### src/rtl/win_dec_pkg.sv
package win_dec_pkg;

    typedef enum logic [1:0] {
        SZ_BYTE = 2'b00,
        SZ_HALF = 2'b01,
        SZ_WORD = 2'b10,
        SZ_RSVD = 2'b11
    } acc_size_e;

    typedef enum logic {
        ST_IDLE = 1'b0,
        ST_RESP = 1'b1
    } dec_state_e;

    localparam int WMASK_W = 3;

endpackage

### src/rtl/win_region_match.sv
module win_region_match #(
    parameter int              OFS_W    = 20,
    parameter logic [OFS_W-1:0] R_OFS   = '0,
    parameter logic [OFS_W-1:0] R_SIZE  = '0
) (
    input  logic             in_win,
    input  logic [OFS_W-1:0] rel,
    output logic             hit,
    output logic [OFS_W-1:0] local_ofs
);
    logic [OFS_W-1:0] diff;

    always_comb begin
        diff      = rel - R_OFS;
        hit       = in_win && (rel >= R_OFS) && (diff < R_SIZE);
        local_ofs = diff;
    end
endmodule

### src/rtl/win_prio_pick.sv
module win_prio_pick #(
    parameter int N     = 4,
    parameter int IDX_W = 2
) (
    input  logic [N-1:0]     hits,
    output logic             any,
    output logic [IDX_W-1:0] idx
);
    always_comb begin
        any = 1'b0;
        idx = '0;
        for (int i = N - 1; i >= 0; i--) begin
            if (hits[i]) begin
                any = 1'b1;
                idx = IDX_W'(i);
            end
        end
    end
endmodule

### src/rtl/win_decoder.sv
module win_decoder
    import win_dec_pkg::*;
#(
    parameter int                       ADDR_W    = 32,
    parameter int                       OFS_W     = 20,
    parameter int                       N_REG     = 4,
    parameter logic [ADDR_W-1:0]        WIN_BASE  = 32'h4800_0000,
    parameter logic [ADDR_W-1:0]        WIN_SIZE  = 32'h000B_4000,
    parameter logic [N_REG*OFS_W-1:0]   REG_OFS   = {20'h41800, 20'hB3000, 20'h41000, 20'h40800},
    parameter logic [N_REG*OFS_W-1:0]   REG_SIZE  = {20'h01000, 20'h01000, 20'h01000, 20'h00800},
    parameter logic [N_REG*WMASK_W-1:0] REG_WMASK = {3'b011, 3'b111, 3'b100, 3'b100},
    localparam int                      IDX_W     = (N_REG > 1) ? $clog2(N_REG) : 1
) (
    input  logic              clk,
    input  logic              rst_n,
    input  logic              req_valid,
    input  logic [ADDR_W-1:0] req_addr,
    input  logic [1:0]        req_size,
    output logic              rsp_valid,
    output logic [N_REG-1:0]  rsp_sel,
    output logic [IDX_W-1:0]  rsp_idx,
    output logic [OFS_W-1:0]  rsp_ofs,
    output logic              rsp_hit,
    output logic              rsp_err
);
    dec_state_e state_q, state_d;

    logic [ADDR_W-1:0] win_rel;
    logic              in_win;
    logic [OFS_W-1:0]  rel;
    logic [N_REG-1:0]  hits;
    logic [OFS_W-1:0]  ofs_vec [N_REG];
    logic              any_hit;
    logic [IDX_W-1:0]  pick;
    logic [WMASK_W-1:0] wm;
    logic              width_ok;

    logic              nx_hit, nx_err;
    logic [N_REG-1:0]  nx_sel;
    logic [IDX_W-1:0]  nx_idx;
    logic [OFS_W-1:0]  nx_ofs;

    always_comb begin
        win_rel = req_addr - WIN_BASE;
        in_win  = win_rel < WIN_SIZE;
        rel     = win_rel[OFS_W-1:0];
    end

    for (genvar g = 0; g < N_REG; g++) begin : g_region
        win_region_match #(
            .OFS_W  (OFS_W),
            .R_OFS  (REG_OFS [g*OFS_W +: OFS_W]),
            .R_SIZE (REG_SIZE[g*OFS_W +: OFS_W])
        ) u_match (
            .in_win    (in_win),
            .rel       (rel),
            .hit       (hits[g]),
            .local_ofs (ofs_vec[g])
        );
    end

    win_prio_pick #(
        .N     (N_REG),
        .IDX_W (IDX_W)
    ) u_pick (
        .hits (hits),
        .any  (any_hit),
        .idx  (pick)
    );

    always_comb begin
        wm       = REG_WMASK[pick*WMASK_W +: WMASK_W];
        width_ok = (req_size != SZ_RSVD) && wm[req_size];
        nx_hit   = any_hit;
        nx_err   = !any_hit || !width_ok;
        nx_sel   = (any_hit && width_ok) ? (N_REG'(1) << pick) : '0;
        nx_idx   = any_hit ? pick : '0;
        nx_ofs   = any_hit ? ofs_vec[pick] : '0;
    end

    // Next-state logic
    always_comb begin
        state_d = state_q;
        unique case (state_q)
            ST_IDLE: if (req_valid)  state_d = ST_RESP;
            ST_RESP: if (!req_valid) state_d = ST_IDLE;
            default: state_d = ST_IDLE;
        endcase
    end

    // State register
    always_ff @(posedge clk or negedge rst_n) begin
        if (!rst_n) state_q <= ST_IDLE;
        else        state_q <= state_d;
    end

    // Registered outputs
    always_ff @(posedge clk or negedge rst_n) begin
        if (!rst_n) begin
            rsp_sel <= '0;
            rsp_idx <= '0;
            rsp_ofs <= '0;
            rsp_hit <= 1'b0;
            rsp_err <= 1'b0;
        end else if (state_d == ST_RESP) begin
            rsp_sel <= nx_sel;
            rsp_idx <= nx_idx;
            rsp_ofs <= nx_ofs;
            rsp_hit <= nx_hit;
            rsp_err <= nx_err;
        end else begin
            rsp_sel <= '0;
            rsp_idx <= '0;
            rsp_ofs <= '0;
            rsp_hit <= 1'b0;
            rsp_err <= 1'b0;
        end
    end

    assign rsp_valid = (state_q == ST_RESP);

    // at most one region selected
    a_r3_sel_onehot: assert property (@(posedge clk) disable iff (!rst_n)
        $onehot0(rsp_sel));

    // a select implies a clean hit
    a_r6_sel_needs_clean_hit: assert property (@(posedge clk) disable iff (!rst_n)
        (rsp_sel != '0) |-> (rsp_hit && !rsp_err));

    // a miss always flags an error
    a_r5_miss_is_error: assert property (@(posedge clk) disable iff (!rst_n)
        (rsp_valid && !rsp_hit) |-> (rsp_err && rsp_sel == '0));

    // one result per accepted request
    a_r2_valid_follows_req: assert property (@(posedge clk) disable iff (!rst_n)
        req_valid |=> rsp_valid);

    a_r2_idle_clears: assert property (@(posedge clk) disable iff (!rst_n)
        !req_valid |=> (!rsp_valid && !rsp_hit && !rsp_err && rsp_sel == '0));

    // the offset stays inside the matched region
    a_r4_ofs_in_region: assert property (@(posedge clk) disable iff (!rst_n)
        (rsp_valid && rsp_hit) |-> (rsp_ofs < REG_SIZE[rsp_idx*OFS_W +: OFS_W]));

endmodule

### config.mk
export PLATFORM = sky130hd
export DESIGN_NAME = win_decoder
export DESIGN_NICKNAME = d
export VERILOG_FILES = /design/src/rtl/win_dec_pkg.sv /design/src/rtl/win_region_match.sv /design/src/rtl/win_prio_pick.sv /design/src/rtl/win_decoder.sv
export SDC_FILE = /design/constraint.sdc
export NUM_CORES = 1
export LEC_CHECK = 0
export ABC_AREA = 1
export ABC_CLOCK_PERIOD_IN_PS = 800
export BUFFER_PORTS_ARGS = -buffer_cell sky130_fd_sc_hd__buf_2
export CAP_MARGIN = 15
export CORE_MARGIN = 1.5
export CORE_UTILIZATION = 50
export CTS_CLUSTER_DIAMETER = 150
export CTS_CLUSTER_SIZE = 28
export DETAILED_ROUTE_END_ITERATION = 8
export PLACE_DENSITY = 0.79
export SLEW_MARGIN = 20
export SYNTH_ARGS = -nofsm -noshare
export SYNTH_HDL_FRONTEND = slang
export SYNTH_SLANG_ARGS = --single-unit
### constraint.sdc
create_clock -name clk -period 0.8 [get_ports clk]
set_input_delay 0.08 -clock clk [delete_from_list [all_inputs] [get_ports clk]]
set_output_delay 0.08 -clock clk [all_outputs]
set_load 0.005 [all_outputs]
# [Yosys cells after proc, flatten, opt, wreduce, memory -nomap -nowiden]
# Cells that the tools add are included.
[totals] ff_bits=29 out_inout_bits=29
[classes] add_sub_neg=5 n_mul=1 magnitude_cmp=11 n_eq_ne=1 shifts=2 muxes=22 bitwise=1 reduce_logical=13
[op_table] op="$mux 20" n=4
[op_table] op="$ge 20x19->1 const B" n=3
[op_table] op="$lt 20x13->1 const B" n=3
[op_table] op="$sub 20x19->20 const B" n=3
[op_table] op="$bmux 20 s2" n=1
[op_table] op="$lt 32x20->1 const B" n=1
[op_table] op="$sub 32x31->32 const B" n=1
[op_table] op="$ge 20x20->1 const B" n=1
[op_table] op="$lt 20x12->1 const B" n=1
[op_table] op="$sub 20x20->20 const B" n=1
[op_table] op="$mux 2" n=6
[op_table] op="$shiftx 12x5->3 const A" n=1
[op_table] op="$logic_and 1x1->1" n=10
[op_table] op="$mux 1" n=8
[op_table] op="$mux 4" n=2
[op_table] op="$mul 2x2->4 const B" n=1
[op_table] op="$shl 1x2->4 const A" n=1
[op_table] op="$ge 3x3->1 const B" n=1
[op_table] op="$lt 2x3->1 const B" n=1
[op_table] op="$not 2->3" n=1
[op_table] op="$bmux 1 s2" n=1
[op_table] op="$logic_not 1->1" n=2
[op_table] op="$ne 2x2->1 const B" n=1
[op_table] op="$logic_or 1x1->1" n=1

# [Depth between registers and ports, before layout]
[depth] depth_word=16 depth_mapped=17 mapped_depth_nobuf=17

# [Hierarchy]
# A second synthesis with hierarchy kept.
[unflattened] hier_cells=502 hier_area_um2=2964.1
[modules_own_cells] module="win_decoder" n_inst=1 cells_per_inst=254 area_per_inst_um2=1647.8 seq_area_each_um2=725.7
[modules_own_cells] module="win_region_match at g_region[3].u_match" n_inst=1 cells_per_inst=72 area_per_inst_um2=369.1 seq_area_each_um2=0.0
[modules_own_cells] module="win_region_match at g_region[0].u_match" n_inst=1 cells_per_inst=63 area_per_inst_um2=317.8 seq_area_each_um2=0.0
[modules_own_cells] module="win_region_match at g_region[1].u_match" n_inst=1 cells_per_inst=55 area_per_inst_um2=297.8 seq_area_each_um2=0.0
[modules_own_cells] module="win_region_match at g_region[2].u_match" n_inst=1 cells_per_inst=50 area_per_inst_um2=295.3 seq_area_each_um2=0.0
[modules_own_cells] module="win_prio_pick" n_inst=1 cells_per_inst=8 area_per_inst_um2=36.3 seq_area_each_um2=0.0

# [Worst setup path before layout]
# No wires, ideal clock.
[synth_timing] path_type="input to register" start="input port req_addr[13]" end="register rsp_sel[2]" setup_ps=73 t_arrival_ps=1483 required_ps=727 setup_slack_ps=-756 path_stages=13 n_path_buf=0 cell_sequence="inv_2 > ha_1 > nand2_1 > nor2_1 > xor2_1 > nand2_1 > inv_1 > nand2_1 > nand2_1 > or2_1 > o21ai_2 > nand2_1 > nor2_1"
[synth_between] elab_chain_cells=16 word_cells_on_any_way=39
[synth_rtl] element="start, declared" line_no="win_decoder.sv:17" rtl="input logic [ADDR_W-1:0] req_addr,"
[synth_rtl] element="$sub 32x31->32 (*)" line_no="win_decoder.sv:44" rtl="win_rel = req_addr - WIN_BASE;"
[synth_rtl] element="$sub 20x19->20, or another cell as far along" line_no="win_region_match.sv:14" rtl="diff = rel - R_OFS;"
[synth_rtl] element="$lt 20x13->1 / $logic_and 1x1->1 (equally long branches)" line_no="win_region_match.sv:15" rtl="hit = in_win && (rel >= R_OFS) && (diff < R_SIZE);"
[synth_rtl] element="$logic_and 1x1->1" line_no="win_region_match.sv:15"
[synth_rtl] element="$mux 2 (4 in a row)" line_no="win_prio_pick.sv:13" rtl="if (hits[i]) begin"
[synth_rtl] element="$mul 2x2->4" line_no="win_decoder.sv:72" rtl="wm = REG_WMASK[pick*WMASK_W +: WMASK_W];"
[synth_rtl] element="$shiftx 12x5->3" line_no="win_decoder.sv:72"
[synth_rtl] element="$bmux 1 s2" line_no="win_decoder.sv:73" rtl="width_ok = (req_size != SZ_RSVD) && wm[req_size];"
[synth_rtl] element="$mux 1 (implied by the code)" line_no="win_decoder.sv:73"
[synth_rtl] element="$logic_and 1x1->1" line_no="win_decoder.sv:73"
[synth_rtl] element="$logic_and 1x1->1" line_no="win_decoder.sv:76" rtl="nx_sel = (any_hit && width_ok) ? (N_REG'(1) << pick) : '0;"
[synth_rtl] element="$mux 4 (*)" line_no="win_decoder.sv:76"
[synth_rtl] element="$mux 4 (*)" line_no="win_decoder.sv:105" rtl="end else if (state_d == ST_RESP) begin"
[synth_rtl] element="end signal, assigned" line_no="win_decoder.sv:106" rtl="rsp_sel <= nx_sel;"
[synth_rtl] element="end, declared" line_no="win_decoder.sv:20" rtl="output logic [N_REG-1:0] rsp_sel,"
# Every way passes the cells marked *; elsewhere a longest branch is shown, timed or not. The select of a mux whose other input is x is not followed.

# [Final worst setup path]
[layout_timing] start="input port req_addr[19]" end="register rsp_ofs[12]"
[layout_between] elab_chain_cells=14 word_cells_on_any_way=36
[layout_rtl] element="$sub 32x31->32 (*)" line_no="win_decoder.sv:44"
[layout_rtl] element="$sub 20x19->20, or another cell as far along" line_no="win_region_match.sv:14"
[layout_rtl] element="$lt 20x13->1 / $logic_and 1x1->1 (equally long branches)" line_no="win_region_match.sv:15"
[layout_rtl] element="$logic_and 1x1->1" line_no="win_region_match.sv:15"
[layout_rtl] element="$mux 2 (4 in a row)" line_no="win_prio_pick.sv:13"
[layout_rtl] element="$not 2->3 (implied by the code)" line_no="win_decoder.sv:78" rtl="nx_ofs = any_hit ? ofs_vec[pick] : '0;"
[layout_rtl] element="$bmux 20 s2" line_no="win_decoder.sv:78"
[layout_rtl] element="$mux 20 (implied by the code) (2 in a row)" line_no="win_decoder.sv:78"
[layout_rtl] element="$mux 20 (*)" line_no="win_decoder.sv:78"
[layout_rtl] element="$mux 20 (*)" line_no="win_decoder.sv:105"
[layout_rtl] element="end signal, assigned" line_no="win_decoder.sv:108" rtl="rsp_ofs <= nx_ofs;"
[layout_rtl] element="end, declared" line_no="win_decoder.sv:22" rtl="output logic [OFS_W-1:0] rsp_ofs,"
# Marks and branches as above.

==> flow_summary.toml <==
[status]
status = "finished, violations left"
violations = "negative setup slack"

[critical_path]
crit_required_ns = 1.01
path_class = "in -> reg"
slowest_delay_ns = 0.26
cp_cell_sequence = "buf_2 > inv_1 > nand3_1 > nor2_1 > nand3_1 > a21oi_4 > nand3_4 > nand3_4 > nand2_8 > nor2_2 > nand2_1 > nor2_1"
critical_path_arrival_ns = 1.93
path_max_fanout = 6
endpoint_kind = "register"
cp-start-kind = "input pin"
crit_path_top_delay_cell = "inv_1"

[power_and_ir_drop]
power.density_nw_per_um2 = 1240
seqPwrFrac = 0.341
p_leak_uw = 0.00189
p_int_uw = 3160
power_frac_clock = 0.423
ir_worst_vdd_mv = 0.964
p_sw_uw = 1220
sw_frac_of_total = 0.279
combPwrFrac = 0.237
power_uw = 4380

[layout]
drive_above_1_share = 0.515
antenna_cells = 0
area_growth_pct = 73.3
finalCoreUtilization = 0.889
final_cell_mix = "nand2_1, buf_2, buf_4, inv_1, dfrtp_1"
final_cells = 491
nFillCells = 178
num-nets-final = 485
final_common_cell = "nand2_1"

[global_routing]
track_usage = 0.322
antenna_found_initial = 0
top_usage_layer = "met2"
overflow = 0
grt.met3_usage = 0.0507
grt_max_degree = 30
first_global_vias = 2447
grt_use_met1 = 0.376
grt_pass1_wl_um = 10900
grtUsageMet2 = 0.585

[synth]
synth_edf_count = 0
syn_avg_cell_area_um2 = 6.59
yosysSeqAreaShare = 0.356
synth-async-reset-ratio = 1.00
yosysUniqueCellTypes = 25
synthFlopType = "dfrtp_1"
syn-instance-count = 309
syn_area_um2 = 2040
ys_warn_count = 0
ys_ff_latch = 29

[floorplanning]
core_um2 = 3970
die-area_um2 = 4470
die_x_um = 66.8
die_h_um = 66.8
start_util = 0.513
rows = 23
ios = 66

[clock_tree]
cts_num_sinks = 29
htreeDepth = 2
path_clk_slew_ns = 0.07
clock_path_buffers = 2
cts_buffers = 5
root_buffer = "clkbuf_8"
cts_tree = "built"

[routing]
drc_errors = 0
num_vias = 2738
vias_per_cell = 5.58
routedWlPerCell_um = 17.6
drt_iter0_drc = 338
postRouteAntennaNets = 0
drt_first_pass_iters = 7
drt-total-wl_um = 8630

[timing]
max_freq_mhz = 581
hold_viol = 0
min_period_ns = 1.72
drv_slew = 0
finalSetupViolations = 51
setup_tns_ns = -19.68
setup_ws_ns = -0.920
fin_crit_sh = 2.15
rsz0062_at_grt = "yes"

[placed_design]
port_buffers = 65
place.gp.congestion = 0.914
dpl.hpwl_um = 4420
dp.cells = 469
place_worst_setup_slack_ns = -1.15

[job]
cap_violations = 0

[min_path]
holdCritPathClass = "in -> reg"
hold_depth = 3
## layout make-up
cell class | count | area [um2] | share of cell area
Sequential cell | 29 | 726 | 0.206
Clock buffer | 5 | 68.8 | 0.0195
Clock inverter | 3 | 65.1 | 0.0184
Tap cell | 50 | 62.6 | 0.0177
Timing Repair Buffer | 123 | 873 | 0.247
Inverter | 50 | 204 | 0.0578
Multi-Input combinational cell | 231 | 1530 | 0.434
## logic make-up after synthesis
group | count (synthesis) | share of synthesized area
fa+ha+maj | 8 | 0.0491
xor+xnor | 6 | 0.0258
other cells | 1 | 0.00184
compound gates | 10 | 0.0283
simple gates | 201 | 0.425
flops | 29 | 0.356
buf+inv | 54 | 0.114
## state kept, by name, summed over array words and instances (netlist names)
| name | count |
|---|---|
| rsp_err | 1 |
| rsp_hit | 1 |
| rsp_idx | 2 |
| rsp_ofs | 20 |
| rsp_sel | 4 |
| rsp_valid | 1 |
## through the flow
stage               hold WS [ns]  instance area [um2]
floorplan                 -0.216                 2110
global placement          0.0352                 2830
detailed placement        0.0366                 2830
CTS                       0.0243                 3270
global route              0.0698                 3530
finish                    0.0679                 3530
## timing repair
item,in CTS,in global routing
hold endpoints to repair,30,0
gates cloned,1,0
buffers inserted,10,2
endpoints found under the setup margin,51,51
gates resized for setup,53,68
pin swaps,25,15
hold buffers,2,0
## power groups by stage
stage	sequential (uW)	combinational, uW	clock [uW]
finish	1490	1040	1850
global route	1490	1120	1910
CTS	1490	854	1800
detailed placement	1520	780	0
global placement	1520	764	0
floorplan	1520	378	0
## worst max-delay path, delay by kind of cell
kind	cells	cell delay (ns)
AO/OA/AOI/OAI	1	0.20
AND/OR/NAND/NOR	9	1.28
buffers and inverters	2	0.37
## synthesized netlist by cell type (all sizes together), types with 2 or more instances
cell   instances  area, um2
a21oi          7       38.8
o21ai          3       18.8
buf            4       38.8
nand2         97        372
xor2           6       52.6
dfrtp         29        726
nand3         31        165
ha             8        100
nor2          63        268
nand4          5       31.3
or2            2       12.5
inv           50        193
nor3           2       10.0
## routing by layer
| layer | share of wire | vias to the layer above |
|---|---|---|
| met5 | 0 | - |
| met4 | 0.061 | 0 |
| met3 | 0.087 | 65 |
| met2 | 0.49 | 223 |
| met1 | 0.36 | 1257 |
| li1 | - | 1193 |
## path summary, 6_finish.rpt
check	startpoint	endpoint	slack, ns
setup / recovery	req_addr[19]	rsp_ofs[12]	-0.92
hold / removal	req_addr[5]	rsp_ofs[5]	0.07
max in group asynchronous	rst_n	rsp_ofs[8]	0.36
min in group asynchronous	rst_n	rsp_sel[1]	0.27
Note: power is estimated with default switching activity, not from simulation.
